--- src/rtl/fhu_pkg.sv ---
package fhu_pkg;
  typedef enum logic [1:0] {
    SRC_REGFILE = 2'd0,
    SRC_WBACK   = 2'd1,
    SRC_EXRES   = 2'd2
  } src_tag_t;
endpackage

--- src/rtl/fhu_match.sv ---
module fhu_match #(
  parameter int RIDX_W = 5
) (
  input  logic              wen,
  input  logic [RIDX_W-1:0] dst,
  input  logic [RIDX_W-1:0] idx,
  input  logic              need,
  output logic              hit
);
  always_comb begin
    hit = need && wen && (dst != '0) && (dst == idx);
  end
endmodule

--- src/rtl/fhu_operand.sv ---
module fhu_operand
  import fhu_pkg::*;
#(
  parameter int XLEN   = 32,
  parameter int RIDX_W = 5
) (
  input  logic              fwd_en,
  input  logic [RIDX_W-1:0] idx,
  input  logic              need_alu,
  input  logic              need_br,
  input  logic [XLEN-1:0]   rf_val,
  input  logic              ex_wen,
  input  logic [RIDX_W-1:0] ex_dst,
  input  logic              ex_load,
  input  logic [XLEN-1:0]   ex_result,
  input  logic              mem_wen,
  input  logic [RIDX_W-1:0] mem_dst,
  input  logic              mem_load,
  input  logic [XLEN-1:0]   mem_result,
  input  logic              br_ex_block,
  output logic [XLEN-1:0]   val,
  output logic [1:0]        tag,
  output logic              m2d,
  output logic              alu_stall,
  output logic              br_ex_haz,
  output logic              br_mem_stall
);
  logic alu_ex, alu_mem, br_ex, br_mem;

  fhu_match #(.RIDX_W(RIDX_W)) u_alu_ex (
    .wen(ex_wen), .dst(ex_dst), .idx(idx), .need(need_alu), .hit(alu_ex));
  fhu_match #(.RIDX_W(RIDX_W)) u_alu_mem (
    .wen(mem_wen), .dst(mem_dst), .idx(idx), .need(need_alu), .hit(alu_mem));
  fhu_match #(.RIDX_W(RIDX_W)) u_br_ex (
    .wen(ex_wen), .dst(ex_dst), .idx(idx), .need(need_br), .hit(br_ex));
  fhu_match #(.RIDX_W(RIDX_W)) u_br_mem (
    .wen(mem_wen), .dst(mem_dst), .idx(idx), .need(need_br), .hit(br_mem));

  always_comb begin
    alu_stall    = (alu_ex && (!fwd_en || ex_load)) || (alu_mem && !fwd_en);
    br_ex_haz    = br_ex;
    br_mem_stall = br_mem && (!fwd_en || mem_load);
    m2d          = br_mem && fwd_en && !mem_load && !br_ex_block;
  end

  always_comb begin
    val = rf_val;
    tag = SRC_REGFILE;
    if (fwd_en && alu_ex && !ex_load) begin
      val = ex_result;
      tag = SRC_EXRES;
    end else if (fwd_en && alu_mem) begin
      val = mem_result;
      tag = SRC_WBACK;
    end
    if (m2d && tag != SRC_EXRES) begin
      val = mem_result;
    end
  end

  always_comb begin
    AST_M2D_NONLOAD: assert (!m2d || (fwd_en && !mem_load && !br_ex_block));
    AST_STALLONLY_NOTAG: assert (fwd_en || (tag == SRC_REGFILE && !m2d));
    AST_UNNEEDED_QUIET: assert ((need_alu || need_br) || (val == rf_val && tag == SRC_REGFILE && !alu_stall && !br_mem_stall));
  end
endmodule

--- src/rtl/fwd_hazard_unit.sv ---
module fwd_hazard_unit
  import fhu_pkg::*;
#(
  parameter int XLEN   = 32,
  parameter int NREGS  = 32,
  localparam int RIDX_W = $clog2(NREGS),
  localparam int NOPS   = 2
) (
  input  logic              fwd_en,
  input  logic [RIDX_W-1:0] dec_rs_idx,
  input  logic [RIDX_W-1:0] dec_rt_idx,
  input  logic              dec_rs_alu,
  input  logic              dec_rt_alu,
  input  logic              dec_rs_br,
  input  logic              dec_rt_br,
  input  logic [XLEN-1:0]   rf_rs_val,
  input  logic [XLEN-1:0]   rf_rt_val,
  input  logic              ex_wen,
  input  logic [RIDX_W-1:0] ex_dst,
  input  logic              ex_load,
  input  logic [XLEN-1:0]   ex_result,
  input  logic              mem_wen,
  input  logic [RIDX_W-1:0] mem_dst,
  input  logic              mem_load,
  input  logic [XLEN-1:0]   mem_result,
  output logic [XLEN-1:0]   rs_val,
  output logic [XLEN-1:0]   rt_val,
  output logic [1:0]        rs_src,
  output logic [1:0]        rt_src,
  output logic              rs_m2d,
  output logic              rt_m2d,
  output logic              stall,
  output logic              branch_stall
);
  logic [RIDX_W-1:0] op_idx    [NOPS];
  logic              op_alu    [NOPS];
  logic              op_br     [NOPS];
  logic [XLEN-1:0]   op_rf     [NOPS];
  logic [XLEN-1:0]   op_val    [NOPS];
  logic [1:0]        op_tag    [NOPS];
  logic              op_m2d    [NOPS];
  logic [NOPS-1:0]   op_astall;
  logic [NOPS-1:0]   op_brex;
  logic [NOPS-1:0]   op_brmem;
  logic              any_br_ex;

  always_comb begin
    op_idx[0] = dec_rs_idx;  op_idx[1] = dec_rt_idx;
    op_alu[0] = dec_rs_alu;  op_alu[1] = dec_rt_alu;
    op_br[0]  = dec_rs_br;   op_br[1]  = dec_rt_br;
    op_rf[0]  = rf_rs_val;   op_rf[1]  = rf_rt_val;
  end

  assign any_br_ex = |op_brex;

  for (genvar g = 0; g < NOPS; g++) begin : g_op
    fhu_operand #(.XLEN(XLEN), .RIDX_W(RIDX_W)) u_op (
      .fwd_en      (fwd_en),
      .idx         (op_idx[g]),
      .need_alu    (op_alu[g]),
      .need_br     (op_br[g]),
      .rf_val      (op_rf[g]),
      .ex_wen      (ex_wen),
      .ex_dst      (ex_dst),
      .ex_load     (ex_load),
      .ex_result   (ex_result),
      .mem_wen     (mem_wen),
      .mem_dst     (mem_dst),
      .mem_load    (mem_load),
      .mem_result  (mem_result),
      .br_ex_block (any_br_ex),
      .val         (op_val[g]),
      .tag         (op_tag[g]),
      .m2d         (op_m2d[g]),
      .alu_stall   (op_astall[g]),
      .br_ex_haz   (op_brex[g]),
      .br_mem_stall(op_brmem[g])
    );
  end

  always_comb begin
    rs_val       = op_val[0];
    rt_val       = op_val[1];
    rs_src       = op_tag[0];
    rt_src       = op_tag[1];
    rs_m2d       = op_m2d[0];
    rt_m2d       = op_m2d[1];
    branch_stall = any_br_ex;
    stall        = any_br_ex || (|op_astall) || (|op_brmem);
  end

  always_comb begin
    AST_BRSTALL_HOLDS: assert (!branch_stall || stall);
    AST_ZERO_DST_CLEAN: assert (!(ex_dst == '0 && mem_dst == '0) ||
      (!stall && rs_src == SRC_REGFILE && rt_src == SRC_REGFILE && !rs_m2d && !rt_m2d));
    AST_PASS_THROUGH: assert (stall || rs_src != SRC_REGFILE || rs_m2d || rs_val == rf_rs_val);
    AST_M2D_NO_STALL_EX: assert (!(rs_m2d || rt_m2d) || !branch_stall);
  end
endmodule

--- config.mk ---
export PLATFORM = sky130hd
export DESIGN_NAME = fwd_hazard_unit
export DESIGN_NICKNAME = d
export VERILOG_FILES = /design/src/rtl/fhu_pkg.sv /design/src/rtl/fhu_match.sv /design/src/rtl/fhu_operand.sv /design/src/rtl/fwd_hazard_unit.sv
export SDC_FILE = /design/constraint.sdc
export NUM_CORES = 1
export LEC_CHECK = 0
export ABC_AREA = 1
export BUFFER_PORTS_ARGS = -buffer_cell sky130_fd_sc_hd__buf_2
export CAP_MARGIN = 20
export CORE_AREA = 2 2 88 90
export DETAILED_ROUTE_END_ITERATION = 7
export DIE_AREA = 0 0 90 92
export PLACE_DENSITY = 0.85
export RECOVER_POWER = 50
export SYNTH_ARGS = -nofsm -noshare
export SYNTH_HDL_FRONTEND = slang
export SYNTH_SLANG_ARGS = --single-unit
--- constraint.sdc ---
create_clock -name vclk -period 1.65
set_clock_uncertainty 0.05 [all_clocks]
set_input_delay 0.165 -clock vclk [all_inputs]
set_output_delay 0.165 -clock vclk [all_outputs]
set_load 0.02 [all_outputs]
[After elaboration in Yosys (flattened, before gate mapping)]
Index checks and enable logic that the tools add are counted.
Cells by class
  add/sub/neg operators: 0
  multiply operators: 0
  divide/modulo/power cells: 0
  magnitude comparators: 0
  equal/unequal tests: 6
  shift operators: 0
  muxes and demuxes: 10
  bitwise gates (word level): 0
  reductions and logical operators: 59
Operator list (number)
  $mux W32: 6
  $logic_and A1 B1 Y1: 44
  $eq A5 B5 Y1: 4
  $reduce_bool A5 Y1: 2
  $logic_or A1 B1 Y1: 6
  $reduce_or A2 Y1: 3
  $logic_not A1 Y1: 4
  $mux W2: 2
  $ne A2 B2 Y1 const B: 2
  $mux W1: 2
Word-level totals
  register bits after elaboration: 0
  latch bits: 0
  RAM bits: 0
  bits in read-only memories: 0
  input port bits: 157
  output and inout port bits: 72
  logic and storage cells: 75
  memories kept: 0

[Logic depth before layout (Yosys ltp)]
  depth after elaboration: 9
  mapped depth: 14
  gate-level depth less buffers: 13

[By module]
From an unflattened synthesis, not the netlist that was laid out.
Second synthesis, totals
  cell total of the unflattened synthesis: 919
  area, all modules: 3836.2 sq um
Modules (own cells, without submodules)
  fhu_operand: times used 2, cells an instance 329, area an instance 1411.4 sq um, sequential area each 0.0 sq um
  fhu_match: times used 8, cells an instance 32, area an instance 123.9 sq um, sequential area each 0.0 sq um
  fwd_hazard_unit: times used 1, cells an instance 5, area an instance 22.5 sq um, sequential area each 0.0 sq um

[Worst setup path before layout]
No wires, ideal clock.
  kind: in2out
  start: in ex_dst[4]
  end: out rs_val[30]
  arrival: 1.352 ns
  required time: 1.435 ns
  slack: 0.083 ns
  stages on the path: 11
  path buffers: 1
  path through: inv_2 > nand2_1 > nand2_1 > nor2_1 > inv_1 > nor2_2 > nand3_2 > buf_2 > nand2_1 > nand3_1 > o21ai_1
On the way
  word-level cells in the longest chain between the ends: 9
  elaborated cells on any way between the ends: 19
  classes of those cells: eq/ne (3); mux (3); reduce/logical (13)
Ends and longest elaborated chain
  from (decl): line fwd_hazard_unit.sv:19  | input logic [RIDX_W-1:0] ex_dst,
  $reduce_bool A5 Y1: line fhu_match.sv:11  | hit = need && wen && (dst != '0) && (dst == idx);
  $logic_and A1 B1 Y1 (2 in series): line fhu_match.sv:11
  $logic_and A1 B1 Y1 (2 in series): line fhu_operand.sv:49  | if (fwd_en && alu_ex && !ex_load) begin
  $mux W2: line fhu_operand.sv:49
  $ne A2 B2 Y1: line fhu_operand.sv:56  | if (m2d && tag != SRC_EXRES) begin
  $logic_and A1 B1 Y1: line fhu_operand.sv:56
  $mux W32 (*): line fhu_operand.sv:56
  to (decl): line fwd_hazard_unit.sv:26  | output logic [XLEN-1:0] rs_val,
Mark *: on every way between the ends. The rest lies on a longest branch, timed or not.

[Worst setup path in the final report]
  start: in mem_dst[4]
  end: out rs_val[16]
On the way
  word-level cells in the longest chain between the ends: 9
  elaborated cells on any way between the ends: 17
  classes of those cells: eq/ne (2); mux (5); reduce/logical (10)
Ends and longest elaborated chain
  from (decl): line fwd_hazard_unit.sv:23  | input logic [RIDX_W-1:0] mem_dst,
  $reduce_bool A5 Y1: line fhu_match.sv:11
  $logic_and A1 B1 Y1 (2 in series): line fhu_match.sv:11
  $logic_and A1 B1 Y1: line fhu_operand.sv:52  | end else if (fwd_en && alu_mem) begin
  $mux W1: line fhu_operand.sv:52
  $mux W2: line fhu_operand.sv:49
  $ne A2 B2 Y1: line fhu_operand.sv:56
  $logic_and A1 B1 Y1: line fhu_operand.sv:56
  $mux W32 (*): line fhu_operand.sv:56
Marks and branches as above.

==> impl_metrics.py <==
metrics = {
    "final_layout": {
        "clkbuf_count": 0,
        "multi_input_area_um2": 2471,
        "n_fill_cell": 583,
        "fin_area_um2": 5732,
        "final_common_cell": "nand2_1",
        "fin_nets": 1186,
        "area_delta_synth_final_pct": 80.64,
        "regArea_um2": 0,
        "drive_above_1_share_pct": 38.75,
        "diodes": 0,
        "layout_common_cells": "nand2_1, inv_1, buf_2",
        "stdcell_count": 1129,
        "seq_cell_count": 0,
    },
    "power_and_ir_drop": {
        "p_comb_share_pct": 100.0,
        "p_per_area_nw_per_um2": 207.0,
        "p_seq_share_pct": 0,
        "p_int_w": 0.0005319,
        "sw_frac_of_total_pct": 55.18,
        "leakagePower_nw": 4.075,
        "p_switching_w": 0.0006549,
        "peakVddDrop_mv": 0.1929,
        "p_clk_share_pct": 0,
    },
    "global_routing": {
        "grt_overflow": 0,
        "grt_pass1_vias": 5357,
        "grt_pass1_wl_um": 23540,
        "antenna_found_initial": 0,
        "grt_max_degree": 32,
        "globalRouteTotalUtil_pct": 33.90,
    },
    "clocking": {
        "hold_buffers": 0,
    },
    "place": {
        "dp_slack_ns": -0.3153,
        "dp_cells": 1110,
        "post_dp_cell_area_um2": 4607,
        "hpwlAfterDp_um": 9662,
        "place_congestion": 0.9434,
        "numPortBuffers": 229,
    },
    "synth": {
        "synth.cell_area_um2": 3173,
        "ys_seq_area_share_pct": 0,
        "syn_nets": 931,
        "yosysTopAreaCellShare_pct": 45.43,
        "yosysTopAreaCell": "nand2_1",
        "syn_inst": 774,
        "yosys_warnings": 0,
        "synth_cell_types": 21,
        "syn_area_per_cell_um2": 4.100,
        "synth_area_leaders": "nand2_1, inv_1, nand3_1",
    },
    "drt": {
        "wire_per_inst_um": 14.68,
        "wl_um": 16570,
        "dr_wl_met2_um": 8245,
        "met1Wirelength_um": 5734,
        "wl_met3_um": 1527,
        "ant_nets": 0,
        "dr.first_iter.drc_count": 375,
        "num_vias": 5695,
        "dr.pass1.iters": 5,
        "drc_errors": 0,
        "vias_per_cell": 5.044,
        "top_layer": "met4",
    },
    "worst_setup_path": {
        "crit_path_start_kind": "input pin",
        "cp_cell_sequence": "buf_8 -> xor2_1 -> nor2_2 -> nand3_1 -> nor2_2 -> nand2_2 -> nand2_4 -> buf_12 -> nand2_1 -> nand2_1 -> inv_1 -> buf_6",
        "crit_fanout": 20,
        "path_class": "in -> out",
        "critPathSlowestCell": "nor2_2",
        "critPathMaxStageDelay_ns": 0.25,
        "arrival_ns": 1.74,
        "end_kind": "output pin",
        "critPathRequiredTime_ns": 1.43,
    },
    "die": {
        "ios": 229,
        "die_h_um": 92,
        "start_util_pct": 42.61,
        "core_area_um2": 7447,
        "die_w_um": 90,
        "rows": 32,
        "die_area_um2": 8280,
    },
    "sta": {
        "worstMarginPinSlew_ns": 0.2591,
        "period_share_pct": 118.7,
        "period_minus_slack_ns": 1.959,
        "setup-violations-final": 70,
        "whs_ns": 0.6364,
        "rsz0062_at_grt": "yes",
        "drv_slew": 0,
        "fmax_mhz": 510.4,
        "setup_ws_ns": -0.3091,
        "hold_viol": 0,
        "relSlewSlack_pct": 82.64,
    },
    "run_status": {
        "violations": "negative setup slack",
        "status": "finished with violations",
    },
    "run": {
        "maxCapViolations": 0,
    },
    "hold_path": {
        "hold_class": "in -> out",
    },
}
[path summary, 6_finish.rpt]
path	from	to	slack, ns	cells after the start
setup / recovery	mem_dst[4]	rs_val[16]	-0.31	12
hold / removal	mem_result[28]	rt_val[28]	0.64	4
[cells in the mapped netlist]
cell	n
o21ai_0	1
nor2_1	23
buf_4	3
o22ai_1	1
nor2_2	3
a21oi_1	1
inv_1	226
buf_2	17
xnor2_1	4
o21ai_1	2
nand3_1	77
xor2_1	3
nor3_1	2
buf_6	6
buf_1	2
inv_2	5
nand2_2	4
nand4_1	5
nand3_2	3
clkbuf_1	2
nand2_1	384
[routing by layer]
layer  vias up  GRT usage [%]
met5         -              0
met4         0          14.62
met3       123          3.780
met2       441          64.35
met1      2449          38.06
li1       2682              -
[critical path: cells and delay by family]
kind          cells  cell delay (ns)
xor+xnor          1             0.16
buf+inv           4             0.44
simple gates      7             0.97
[cell families after synthesis]
| logic type | share of synthesized area, % |
|---|---|
| xor+xnor | 1.932 |
| buf+inv | 33.32 |
| compound gates | 0.8279 |
| simple gates | 63.92 |
[repair_timing]
item,4_1_cts,5_1_grt
pin swaps,10,38
setup buffers,7,4
gates cloned,3,5
setup endpoints to repair,66,70
gates resized for setup,182,108
[stage by stage]
stage	setup TNS (ns)	power (W)	util, %
6_report	-17.41	0.001187	76.97
5_1_grt	-21.06	0.001279	76.97
4_1_cts	-7.026	0.001036	71.25
3_5_place_dp	-14.43	0.0008843	61.86
3_3_place_gp	-13.61	0.0008759	61.86
2_1_floorplan	0	0.0004994	-
[layout make-up]
type | count | area share (%)
timing repair buffer | 283 | 39.05
inverter | 231 | 15.61
multi-input combinational | 513 | 43.11
tap | 102 | 2.227
[power by group through the flow]
stage	clock, W	sequential (W)	combinational (W)
final	0	0	0.00119
after global routing	0	0	0.00128
after CTS	0	0	0.00104
after detailed placement	0	0	0.000884
after global placement	0	0	0.000876
after floorplan	0	0	0.000499
Note: power is estimated with default switching activity, not from simulation.
